===== config.mk =====
export PLATFORM = sky130hd
export DESIGN_NAME = gamma_line_latch
export DESIGN_NICKNAME = d
export VERILOG_FILES = /design/src/rtl/gamma_line_pkg.sv /design/src/rtl/gamma_strobe_ctrl.sv /design/src/rtl/gamma_line_store.sv /design/src/rtl/gamma_seg_decode.sv /design/src/rtl/gamma_line_latch.sv
export SDC_FILE = /design/constraint.sdc
export NUM_CORES = 1
export LEC_CHECK = 0
export ABC_CLOCK_PERIOD_IN_PS = 2100
export BUFFER_PORTS_ARGS = -buffer_cell sky130_fd_sc_hd__buf_4
export CAP_MARGIN = 20
export CORE_MARGIN = 5
export CORE_UTILIZATION = 47
export DETAILED_ROUTE_END_ITERATION = 10
export HOLD_SLACK_MARGIN = 0.15
export PLACE_DENSITY_LB_ADDON = 0.15
export SLEW_MARGIN = 20
export SYNTH_ARGS = -nofsm -noshare
export SYNTH_HDL_FRONTEND = slang
export SYNTH_SLANG_ARGS = --single-unit

===== constraint.sdc =====
create_clock -name clk_i -period 2.1 [get_ports clk_i]
set_clock_uncertainty 0.1 [all_clocks]
set_input_delay 0.105 -clock clk_i [delete_from_list [all_inputs] [get_ports clk_i]]
set_output_delay 0.105 -clock clk_i [all_outputs]
set_load 0.01 [all_outputs]

===== src/rtl/gamma_line_pkg.sv =====
package gamma_line_pkg;
  localparam int CODE_W  = 6;
  localparam int SEG_W   = 2;
  localparam int STEP_W  = CODE_W - SEG_W;
  localparam int NUM_SEG = 1 << SEG_W;
  localparam int REF_W   = 4;
  // references 0..NUM_SEG are upper bank, the rest lower bank
  localparam int UP_END  = NUM_SEG;
  localparam int LO_TOP  = 2 * NUM_SEG + 1;
  localparam int LO_END  = NUM_SEG + 1;

  typedef struct packed {
    logic [REF_W-1:0]  ref_idx;
    logic [SEG_W-1:0]  seg;
    logic [STEP_W-1:0] step;
    logic              tap;
  } chan_sel_t;
endpackage


===== src/rtl/gamma_strobe_ctrl.sv =====
module gamma_strobe_ctrl (
  input  logic clk_i,
  input  logic rst_ni,
  input  logic strobe_i,
  output logic load_o,
  output logic drive_o
);
  logic strb_q, drive_q;

  assign load_o  = strobe_i & ~strb_q;
  assign drive_o = drive_q;

  always_ff @(posedge clk_i or negedge rst_ni) begin
    if (!rst_ni) begin
      strb_q  <= 1'b0;
      drive_q <= 1'b0;
    end else begin
      strb_q <= strobe_i;
      if (strobe_i)    drive_q <= 1'b0;
      else if (strb_q) drive_q <= 1'b1;
    end
  end
endmodule


===== src/rtl/gamma_line_store.sv =====
module gamma_line_store #(
  parameter int NUM_CH = 8,
  parameter int CODE_W = 6,
  localparam int LINE_W = NUM_CH * CODE_W
) (
  input  logic              clk_i,
  input  logic              rst_ni,
  input  logic              load_i,
  input  logic              pol_i,
  input  logic [LINE_W-1:0] data_i,
  output logic [LINE_W-1:0] data_o,
  output logic              pol_o
);
  always_ff @(posedge clk_i or negedge rst_ni) begin
    if (!rst_ni) begin
      data_o <= '0;
      pol_o  <= 1'b0;
    end else if (load_i) begin
      data_o <= data_i;
      pol_o  <= pol_i;
    end
  end
endmodule


===== src/rtl/gamma_seg_decode.sv =====
module gamma_seg_decode
  import gamma_line_pkg::*;
(
  input  logic [CODE_W-1:0] code_i,
  input  logic              upper_i,
  output chan_sel_t         sel_o
);
  logic [SEG_W-1:0]  seg;
  logic [STEP_W-1:0] step;
  logic              last;

  assign seg  = code_i[CODE_W-1:STEP_W];
  assign step = code_i[STEP_W-1:0];
  assign last = &code_i;

  always_comb begin
    sel_o.seg  = seg;
    sel_o.step = step;
    sel_o.tap  = (step == '0) | last;
    if (last)
      sel_o.ref_idx = upper_i ? REF_W'(UP_END) : REF_W'(LO_END);
    else if (upper_i)
      sel_o.ref_idx = REF_W'(seg);
    else
      sel_o.ref_idx = REF_W'(LO_TOP) - REF_W'(seg);
  end
endmodule


===== src/rtl/gamma_line_latch.sv =====
module gamma_line_latch
  import gamma_line_pkg::*;
#(
  parameter int NUM_CH = 8,
  localparam int LINE_W = NUM_CH * CODE_W
) (
  input  logic                      clk_i,
  input  logic                      rst_ni,
  input  logic                      strobe_i,
  input  logic                      pol_i,
  input  logic [LINE_W-1:0]         line_data_i,
  output logic [NUM_CH-1:0]         bank_o,
  output logic [NUM_CH*REF_W-1:0]   ref_o,
  output logic [NUM_CH*SEG_W-1:0]   seg_o,
  output logic [NUM_CH*STEP_W-1:0]  step_o,
  output logic [NUM_CH-1:0]         tap_o,
  output logic [NUM_CH-1:0]         drive_en_o
);
  logic              load, drive;
  logic [LINE_W-1:0] line_q;
  logic              pol_q;

  gamma_strobe_ctrl u_ctrl (
    .clk_i   (clk_i),
    .rst_ni  (rst_ni),
    .strobe_i(strobe_i),
    .load_o  (load),
    .drive_o (drive)
  );

  gamma_line_store #(.NUM_CH(NUM_CH), .CODE_W(CODE_W)) u_store (
    .clk_i (clk_i),
    .rst_ni(rst_ni),
    .load_i(load),
    .pol_i (pol_i),
    .data_i(line_data_i),
    .data_o(line_q),
    .pol_o (pol_q)
  );

  assign drive_en_o = {NUM_CH{drive}};

  for (genvar k = 0; k < NUM_CH; k++) begin : g_ch
    logic      upper;
    chan_sel_t sel;
    // even channels take the upper bank at polarity 0
    if (k % 2 == 0) begin : g_even
      assign upper = ~pol_q;
    end else begin : g_odd
      assign upper = pol_q;
    end

    gamma_seg_decode u_dec (
      .code_i (line_q[k*CODE_W +: CODE_W]),
      .upper_i(upper),
      .sel_o  (sel)
    );

    assign bank_o[k]                 = upper;
    assign ref_o[k*REF_W +: REF_W]   = sel.ref_idx;
    assign seg_o[k*SEG_W +: SEG_W]   = sel.seg;
    assign step_o[k*STEP_W +: STEP_W] = sel.step;
    assign tap_o[k]                  = sel.tap;
  end
endmodule


Word level (Yosys, flattened, before mapping)
Index checks and enable logic that the tools add are counted.
{ "classes": {"addsub": 8, "n_mux": 20, "bitwise": 11, "n_reduce_logical": 17} }
{ "op_table": {"columns": ["operator", "count"], "rows": [
  ["two-way mux 4 bit", 16],
  ["AND reduction 6 bit", 8],
  ["logical NOT 4 bit", 8],
  ["subtractor 4 x 2 -> 4 bit (first input constant)", 8],
  ["bitwise OR 1 bit", 8],
  ["two-way mux 1 bit", 4],
  ["inverter 1 bit", 2],
  ["nonzero test 2 bit", 1],
  ["bitwise AND 1 bit", 1]
]} }
{ "word_totals": {"regBits": 51, "in_bits": 52, "output_inout_bits": 104, "word_cells": 60} }

Longest topological paths before layout
Gate-level depths: netlist (run 1).
{ "logic_depth": {"word_depth": 3, "ltp_mapped": 5, "depth_no_buf": 3} }

By module
From an unflattened synthesis (run 1), not the netlist that was laid out.
{ "hier_totals": {"cells_unflattened": 244, "hier_area_um2": 2997.9} }
{ "modules_own_cells": {"columns": ["mod", "instances", "cells_per_inst", "area_each_um2", "seq_area_each_um2"], "rows": [
  ["gamma_line_store", 1, 103, 1864.3, 1226.2],
  ["gamma_seg_decode", 8, 15, 117.6, 0.0],
  ["gamma_line_latch", 1, 17, 123.9, 0.0],
  ["gamma_strobe_ctrl", 1, 4, 68.8, 50.0]
]} }

Least setup slack after synthesis (run 1)
OpenSTA, ideal clock, no wires.
{ "synth_path": {"path_type": "register -> register", "start": "register u_ctrl.strb_q", "end": "register u_store.data_o[12]", "setup_ns": 0.125, "arrival_time_ns": 1.097, "required_ns": 1.875, "slack_ns": 0.778, "path_stages_with_launch": 5, "path_buffers": 2, "synth_period_minus_slack_ns": 1.322, "cell_sequence": "dfrtp_1 nor2b_4 buf_6 buf_8 mux2_4"} }
{ "synth_between": {"elab_chain_len": 2} }
{ "synth_lines": {"columns": ["item", "line_no", "text"], "rows": [
  ["start: declaration", "gamma_strobe_ctrl.sv:8", "logic strb_q, drive_q;"],
  ["start signal: assignment", "gamma_strobe_ctrl.sv:18", "strb_q <= strobe_i;"],
  ["inverter 1 bit", "gamma_strobe_ctrl.sv:10", "assign load_o = strobe_i & ~strb_q;"],
  ["bitwise AND 1 bit", "gamma_strobe_ctrl.sv:10", null],
  ["end signal: assignment", "gamma_line_store.sv:19", "data_o <= data_i;"],
  ["end: declaration", "gamma_line_store.sv:11", "output logic [LINE_W-1:0] data_o,"]
]} }
Every way passes these cells.
A chain may end at the register's enable or synchronous reset.

Worst setup path after layout (run 1)
{ "layout_path": {"start": "register u_store.data_o[33]", "end": "output ref_o[20]"} }
{ "layout_between": {"elab_chain_len": 2} }
{ "layout_lines": {"columns": ["item", "line_no", "text"], "rows": [
  ["AND reduction 6 bit", "gamma_seg_decode.sv:14", "assign last = &code_i;"],
  ["two-way mux 4 bit", "gamma_seg_decode.sv:20", "if (last)"],
  ["end: declaration", "gamma_line_latch.sv:13", "output logic [NUM_CH*REF_W-1:0] ref_o,"]
]} }
Every way passes these cells.

==> results of run 1 <==
==> routing by layer <==
metal  vias up  share of wire [%]  track usage, %
li1       1117                  -               -
met1      1166                 39            26.3
met2       120                 51            38.7
met3        23                7.3            6.28
met4         0                3.0            8.35
met5         -                  0               0
==> cell families (layout without fill, tap and decap cells) <==
group                  after synthesis  after routing  share of synthesized area (%)
AO/OA/AOI/OAI                       35             35                           9.05
XOR/XNOR                             8              8                           2.68
buffers and inverters               32            224                           8.67
flip-flops                          51             51                           48.9
multiplexers                        42             42                           21.8
AND/OR/NAND/NOR                     43             43                           8.91
==> cells in the final DEF, fill, tap and decap left out <==
| master | n |
|---|---|
| sky130_fd_sc_hd__dfrtp_1 | 51 |
| sky130_fd_sc_hd__mux2_4 | 26 |
| sky130_fd_sc_hd__a21oi_1 | 3 |
| sky130_fd_sc_hd__nor2_1 | 10 |
| sky130_fd_sc_hd__nand4_1 | 3 |
| sky130_fd_sc_hd__a31o_2 | 1 |
| sky130_fd_sc_hd__and4_1 | 5 |
| sky130_fd_sc_hd__a21boi_0 | 9 |
| sky130_fd_sc_hd__o21ai_0 | 10 |
| sky130_fd_sc_hd__and2_1 | 3 |
| sky130_fd_sc_hd__clkbuf_8 | 6 |
| sky130_fd_sc_hd__buf_4 | 158 |
| sky130_fd_sc_hd__nand3_1 | 5 |
| sky130_fd_sc_hd__dlygate4sd3_1 | 51 |
| sky130_fd_sc_hd__nor2b_1 | 3 |
| sky130_fd_sc_hd__a31oi_1 | 4 |
| sky130_fd_sc_hd__nor2b_4 | 1 |
| sky130_fd_sc_hd__nand2_1 | 10 |
| sky130_fd_sc_hd__clkinv_2 | 1 |
| sky130_fd_sc_hd__bufinv_16 | 1 |
| sky130_fd_sc_hd__inv_1 | 7 |
| sky130_fd_sc_hd__mux2_2 | 16 |
| sky130_fd_sc_hd__and3_1 | 3 |
| sky130_fd_sc_hd__o41ai_1 | 8 |
| sky130_fd_sc_hd__xnor2_1 | 8 |
==> sequential cells by signal (all words and copies together), names as in the netlist <==
name            flops
u_store.data_o     48
u_store.pol_o       1
u_ctrl.drive_o      1
u_ctrl.strb_q       1
==> worst paths after layout <==
path / to
worst max-delay path: ref_o[20]
worst min-delay path: u_store.data_o[28]
worst max register to register: u_store.data_o[33]
worst min register to register: u_store.data_o[20]
max in group asynchronous: u_store.data_o[16]
min in group clk_i: u_ctrl.strb_q
==> stage by stage <==
stage	setup WS, ns	hold WS [ns]
final	0.301	0.260
after global routing	0.239	0.318
after CTS	0.360	0.281
after detailed placement	0.523	0.0632
after global placement	0.562	0.0676
after floorplan	0.778	-0.291
==> what timing repair did <==
item | CTS | global route
setup buffers | 0 | 0
hold endpoints to repair | 102 | 0
hold buffers | 51 | 0
==> critical path, cell delays in order, from the launching register on <==
cell,delay [ns]
sky130_fd_sc_hd__dfrtp_1,0.42
sky130_fd_sc_hd__and3_1,0.23
sky130_fd_sc_hd__a31o_2,0.27
sky130_fd_sc_hd__xnor2_1,0.21
sky130_fd_sc_hd__buf_4,0.17
==> where the power goes <==
part	total [mW]	leakage [nW]	internal (mW)	switching [mW]
Clock	0.689	0.0612	0.385	0.303
Combinational	1.17	1.45	0.692	0.480
Sequential	1.30	0.603	1.12	0.180
Total	3.16	2.11	2.20	0.964
==> layout make-up <==
class | instances | share of cell area, %
repair buffers | 209 | 39.3
flip-flops and latches | 51 | 29.6
well taps | 72 | 2.09
multi-input cells | 128 | 25.7
clock buffers | 6 | 1.91
inverters | 7 | 0.609
clock inverters | 2 | 0.812
==> metrics.txt, run 1 <==
# TYPE chip_impl_metric gauge
chip_impl_info{name="grt_setup_unrepaired",value="false"} 1
chip_impl_metric{name="totalWireLength",unit="µm"} 7970
chip_impl_metric{name="syn-instance-count",unit=""} 211
chip_impl_metric{name="synth_nets",unit=""} 263
chip_impl_metric{name="num_antenna_cells",unit=""} 0
chip_impl_metric{name="synth_seq_cells",unit=""} 51
chip_impl_metric{name="clock_path_buffers",unit=""} 2
chip_impl_info{name="top_ff_cell_synth",value="sky130_fd_sc_hd__dfrtp_1"} 1
chip_impl_metric{name="routed_wire_length_per_instance",unit="µm"} 16.8
chip_impl_metric{name="regToRegSetupSlack",unit="ns"} 0.51
chip_impl_metric{name="max-slew-margin-rel",unit="%"} 55.3
chip_impl_metric{name="synthDistinctLibCells",unit=""} 24
chip_impl_metric{name="gp_congestion",unit=""} 0.767
chip_impl_metric{name="drc_errors",unit=""} 0
chip_impl_metric{name="clk_pin_slew",unit="ns"} 0.09
chip_impl_metric{name="final_antenna_net_count",unit=""} 0
chip_impl_metric{name="floorplan.die_area",unit="µm²"} 7150
chip_impl_metric{name="detailroute.via_count",unit=""} 2426
chip_impl_metric{name="core.rowCount",unit=""} 27
chip_impl_info{name="yosys.area.top_type",value="sky130_fd_sc_hd__dfrtp_1"} 1
chip_impl_metric{name="sequential_cell_area",unit="µm²"} 1280
chip_impl_metric{name="finalCritPeriodShare",unit="%"} 85.7
chip_impl_metric{name="fin_nets",unit=""} 454
chip_impl_metric{name="cts_resized",unit=""} 0
chip_impl_metric{name="dp.cells",unit=""} 416
chip_impl_metric{name="seq_total_area_yosys",unit="%"} 48.9
chip_impl_metric{name="max_clock_freq",unit="MHz"} 556
chip_impl_metric{name="synth_top_area_share",unit="%"} 48.9
chip_impl_metric{name="static-leakage-power",unit="nW"} 2.11
chip_impl_metric{name="boundaryPins",unit=""} 156
chip_impl_info{name="worst-setup-path-type",value="reg -> out"} 1
chip_impl_metric{name="htreeDepth",unit=""} 2
chip_impl_info{name="critPathLaunch",value="u_store.data_o[33]"} 1
chip_impl_info{name="run_status",value="finished, final reports clean"} 1
chip_impl_info{name="cts_tree",value="done"} 1
chip_impl_metric{name="hpwlAfterDp",unit="µm"} 5190
chip_impl_metric{name="routed_via_density",unit=""} 5.11
chip_impl_metric{name="antenna_found_initial",unit=""} 0
chip_impl_metric{name="timing.critical_path.fanout_max",unit=""} 4
chip_impl_metric{name="fin_crit",unit="ns"} 1.80
chip_impl_metric{name="report.final.hold_viol_count",unit=""} 0
chip_impl_info{name="post-synth-top-count-cell",value="sky130_fd_sc_hd__dfrtp_1"} 1
chip_impl_metric{name="grt_max_degree",unit=""} 52
chip_impl_metric{name="synthArstFlopShare",unit="%"} 100
chip_impl_metric{name="number_of_enable_type_register_cells_in_the_synthesized_netlist",unit=""} 0
chip_impl_metric{name="ys.warnings.count",unit=""} 0
chip_impl_info{name="worst_min_delay_path_category",value="in -> async"} 1
chip_impl_metric{name="synthesis.area",unit="µm²"} 2610
chip_impl_metric{name="global_route.overflow_total",unit=""} 0
chip_impl_metric{name="post_route_cells_drive_above_1_share",unit="%"} 52.1
chip_impl_metric{name="mean_area_per_synthesized_cell",unit="µm²"} 12.4
chip_impl_metric{name="grt_first_pass_wirelength",unit="µm"} 12900
chip_impl_metric{name="final.fill_count",unit=""} 349
chip_impl_metric{name="globalRouteTotalUtil",unit="%"} 22.3
chip_impl_metric{name="fin_setup_tns",unit="ns"} 0
chip_impl_metric{name="max_slew.worst_pin.slew",unit="ns"} 0.670
chip_impl_metric{name="clk_latency",unit="ns"} 0.30
chip_impl_metric{name="multi_input_comb_area",unit="µm²"} 1110
chip_impl_info{name="post_synth_most_frequent_cells",value="sky130_fd_sc_hd__dfrtp_1 (51), sky130_fd_sc_hd__mux2_4 (26), sky130_fd_sc_hd__buf_4 (17), sky130_fd_sc_hd__mux2_2 (16)"} 1
chip_impl_metric{name="drtIter0Drc",unit=""} 83
chip_impl_metric{name="critPathRequiredTime",unit="ns"} 1.89
chip_impl_metric{name="setup_viol",unit=""} 0
chip_impl_info{name="critical_path_source_type",value="flip-flop"} 1
chip_impl_info{name="cts_root_buf",value="sky130_fd_sc_hd__clkbuf_8"} 1
chip_impl_metric{name="worstPathArrival",unit="ns"} 1.59
chip_impl_info{name="worstReg2RegStart",value="u_ctrl.strb_q"} 1
chip_impl_metric{name="area_delta_synth_final",unit="%"} 65.2
chip_impl_metric{name="start_util",unit="%"} 48.0
chip_impl_metric{name="grt_pass1_vias",unit=""} 2607
chip_impl_metric{name="fp.coreArea",unit="µm²"} 5440
chip_impl_metric{name="cts_sinks",unit=""} 51
chip_impl_info{name="synth.top_cells.by_area",value="sky130_fd_sc_hd__dfrtp_1 (49%), sky130_fd_sc_hd__mux2_4 (15%), sky130_fd_sc_hd__mux2_2 (6.9%)"} 1
chip_impl_metric{name="finalPower",unit="mW"} 3.16
chip_impl_info{name="endpoint_kind",value="primary output"} 1
chip_impl_metric{name="io_buffer_count",unit=""} 155
chip_impl_metric{name="final_util",unit="%"} 79.4
chip_impl_metric{name="timing.reg2reg.worst_path_depth",unit=""} 3
chip_impl_metric{name="post_layout_nonfiller_instances",unit=""} 475
chip_impl_metric{name="stdcell_area",unit="µm²"} 4320
chip_impl_metric{name="floorplan.die.width",unit="µm"} 84.6
chip_impl_metric{name="numCtsBuffers",unit=""} 5
chip_impl_metric{name="cap_violations",unit=""} 0
chip_impl_metric{name="post_dp_cell_area",unit="µm²"} 3690
chip_impl_metric{name="final_max_slew_viol_count",unit=""} 0
chip_impl_metric{name="drt_first_pass_iters",unit=""} 4
chip_impl_metric{name="die_height",unit="µm"} 84.6
chip_impl_metric{name="power_density",unit="nW/µm²"} 732
chip_impl_metric{name="largest_voltage_drop_on_the_vdd_net",unit="mV"} 0.438
No activity file was read; power rests on OpenSTA's default activity.
==> run 2: changes to the inputs <==
--- a/config.mk
+++ b/config.mk
@@ -9,10 +9,10 @@
 export BUFFER_PORTS_ARGS = -buffer_cell sky130_fd_sc_hd__buf_4
 export CAP_MARGIN = 20
 export CORE_MARGIN = 5
-export CORE_UTILIZATION = 47
+export CORE_UTILIZATION = 45
 export DETAILED_ROUTE_END_ITERATION = 10
 export HOLD_SLACK_MARGIN = 0.15
-export PLACE_DENSITY_LB_ADDON = 0.15
+export PLACE_DENSITY = 0.89
 export SLEW_MARGIN = 20
 export SYNTH_ARGS = -nofsm -noshare
 export SYNTH_HDL_FRONTEND = slang
==> metrics.txt, run 2 (synthesis results as in run 1) <==
# TYPE chip_impl_metric gauge
chip_impl_metric{name="multi_input_comb_area",unit="µm²"} 1110
chip_impl_metric{name="routed_via_density",unit=""} 5.09
chip_impl_info{name="rr_endpoint",value="u_store.data_o[33]"} 1
chip_impl_metric{name="start_util",unit="%"} 46.9
chip_impl_metric{name="num_antenna_cells",unit=""} 0
chip_impl_metric{name="core.rowCount",unit=""} 27
chip_impl_metric{name="finalCritPeriodShare",unit="%"} 82.8
chip_impl_metric{name="final_util",unit="%"} 77.2
chip_impl_info{name="cts_tree",value="done"} 1
chip_impl_metric{name="largest_voltage_drop_on_the_vdd_net",unit="mV"} 0.472
chip_impl_metric{name="clock_path_buffers",unit=""} 2
chip_impl_metric{name="setup_viol",unit=""} 0
chip_impl_metric{name="globalRouteTotalUtil",unit="%"} 21.5
chip_impl_metric{name="fin_crit",unit="ns"} 1.74
chip_impl_metric{name="fin_nets",unit=""} 454
chip_impl_metric{name="finalPower",unit="mW"} 3.14
chip_impl_metric{name="max_clock_freq",unit="MHz"} 575
chip_impl_metric{name="cap_violations",unit=""} 0
chip_impl_metric{name="timing.critical_path.fanout_max",unit=""} 14
chip_impl_metric{name="grt_max_degree",unit=""} 52
chip_impl_metric{name="antenna_found_initial",unit=""} 0
chip_impl_info{name="grt_setup_unrepaired",value="false"} 1
chip_impl_metric{name="io_buffer_count",unit=""} 155
chip_impl_metric{name="cts_sinks",unit=""} 51
chip_impl_metric{name="stdcell_area",unit="µm²"} 4310
chip_impl_metric{name="gp_congestion",unit=""} 0.785
chip_impl_metric{name="floorplan.die_area",unit="µm²"} 7430
chip_impl_info{name="register_containing_the_most_flip_flops_in_the_final_layout",value="u_store.data_o"} 1
chip_impl_metric{name="static-leakage-power",unit="nW"} 2.10
chip_impl_info{name="most_frequent_cells_in_the_layout",value="sky130_fd_sc_hd__buf_4 (158), sky130_fd_sc_hd__dlygate4sd3_1 (51), sky130_fd_sc_hd__dfrtp_1 (51)"} 1
chip_impl_info{name="worstReg2RegStart",value="u_ctrl.strb_q"} 1
chip_impl_info{name="endpoint_kind",value="primary output"} 1
chip_impl_metric{name="area_delta_synth_final",unit="%"} 64.8
chip_impl_metric{name="fp.coreArea",unit="µm²"} 5570
chip_impl_metric{name="htreeDepth",unit=""} 2
chip_impl_info{name="critical_path_source_type",value="flip-flop"} 1
chip_impl_metric{name="sequential_cell_area",unit="µm²"} 1280
chip_impl_metric{name="post_dp_cell_area",unit="µm²"} 3690
chip_impl_metric{name="clk_pin_slew",unit="ns"} 0.09
chip_impl_metric{name="detailroute.via_count",unit=""} 2413
chip_impl_metric{name="grt_first_pass_wirelength",unit="µm"} 12600
chip_impl_metric{name="numCtsBuffers",unit=""} 5
chip_impl_metric{name="die_height",unit="µm"} 86.2
chip_impl_metric{name="grt_pass1_vias",unit=""} 2510
chip_impl_metric{name="max-slew-margin-rel",unit="%"} 56.1
chip_impl_metric{name="boundaryPins",unit=""} 156
chip_impl_info{name="worst-setup-path-type",value="reg -> out"} 1
chip_impl_metric{name="routed_wire_length_per_instance",unit="µm"} 17.4
chip_impl_metric{name="final_max_slew_viol_count",unit=""} 0
chip_impl_metric{name="fin_setup_tns",unit="ns"} 0
chip_impl_metric{name="max_slew.worst_pin.slew",unit="ns"} 0.658
chip_impl_metric{name="drtIter0Drc",unit=""} 75
chip_impl_metric{name="final.fill_count",unit=""} 344
chip_impl_info{name="worst_min_delay_path_category",value="in -> async"} 1
chip_impl_metric{name="worstPathArrival",unit="ns"} 1.53
chip_impl_metric{name="post_route_cells_drive_above_1_share",unit="%"} 52.0
chip_impl_metric{name="report.final.hold_viol_count",unit=""} 0
chip_impl_metric{name="largest_reg_flops",unit=""} 48
chip_impl_metric{name="clk_latency",unit="ns"} 0.29
chip_impl_metric{name="floorplan.die.width",unit="µm"} 86.2
chip_impl_info{name="crit_end",value="ref_o[24]"} 1
chip_impl_metric{name="regToRegSetupSlack",unit="ns"} 0.56
chip_impl_metric{name="critPathRequiredTime",unit="ns"} 1.89
chip_impl_info{name="cts_root_buf",value="sky130_fd_sc_hd__clkbuf_8"} 1
chip_impl_metric{name="drt_first_pass_iters",unit=""} 4
chip_impl_metric{name="power_density",unit="nW/µm²"} 730
chip_impl_metric{name="timing.reg2reg.worst_path_depth",unit=""} 3
chip_impl_info{name="run_status",value="finished, final reports clean"} 1
chip_impl_metric{name="drc_errors",unit=""} 0
chip_impl_info{name="final_common_cell",value="sky130_fd_sc_hd__buf_4"} 1
chip_impl_metric{name="totalWireLength",unit="µm"} 8260
chip_impl_metric{name="global_route.overflow_total",unit=""} 0
chip_impl_metric{name="postCtsSetupBuffers",unit=""} 0
chip_impl_metric{name="final_antenna_net_count",unit=""} 0
chip_impl_info{name="critPathLaunch",value="u_store.pol_o"} 1
chip_impl_metric{name="hpwlAfterDp",unit="µm"} 5500
## run 2: cell types whose count changed in the layout (fill, tap and decap cells not counted), sizes merged
cell	delta
clkbuf	-1
clkinv	-1
clkinvlp	+1
## run 2: area by class of cell
type	instances	area share [%]
timing repair buffer	209	39.4
sequential	51	29.6
multi-input combinational	128	25.8
tap	72	2.09
clock buffer	5	1.60
clock inverter	2	0.872
inverter	7	0.610
## run 2: how the worst min path moves through the flow
stage / from / endpoint / slack (ns) / depth (start not counted)
finish: rst_ni / u_store.data_o[16] / 0.27 / 2
CTS: rst_ni / u_store.data_o[16] / 0.30 / 2
global route: rst_ni / u_store.data_o[16] / 0.35 / 2
floorplan: rst_ni / u_ctrl.drive_o / -0.29 / 0
global placement: rst_ni / u_store.data_o[17] / 0.07 / 1
detailed placement: rst_ni / u_store.data_o[16] / 0.07 / 1
## run 2: worst max-delay path, stage by stage, from the launching register on
cell	delay [ns]
sky130_fd_sc_hd__dfrtp_1	0.39
sky130_fd_sc_hd__inv_1	0.49
sky130_fd_sc_hd__xnor2_1	0.20
sky130_fd_sc_hd__buf_4	0.15
## run 2: stage by stage
stage               hold slack [ns]  instances  setup WS (ns)
global placement             0.0664        416          0.621
CTS                           0.295        474          0.374
floorplan                    -0.291        211          0.778
finish                        0.275        474          0.360
detailed placement           0.0744        416          0.566
global route                  0.346        474          0.273
## run 2: per-layer routing
metal	track usage (%)	up-vias	part of all wire, %
li1	-	1114	-
met1	23.4	1184	38
met2	41.3	103	53
met3	5.51	12	7.8
met4	5.10	0	1.4
met5	0	-	0
## run 2: where the power goes
part | internal, mW | total, mW | switching [mW]
combinational | 0.692 | 1.18 | 0.489
sequential | 1.12 | 1.30 | 0.180
clock | 0.349 | 0.663 | 0.314
total | 2.16 | 3.14 | 0.983
## run 2: repair_timing
action                     CTS  global route
setup endpoints to repair    0             0
resized for setup            0             0
hold endpoints to repair   102             0
hold buffers                51             0
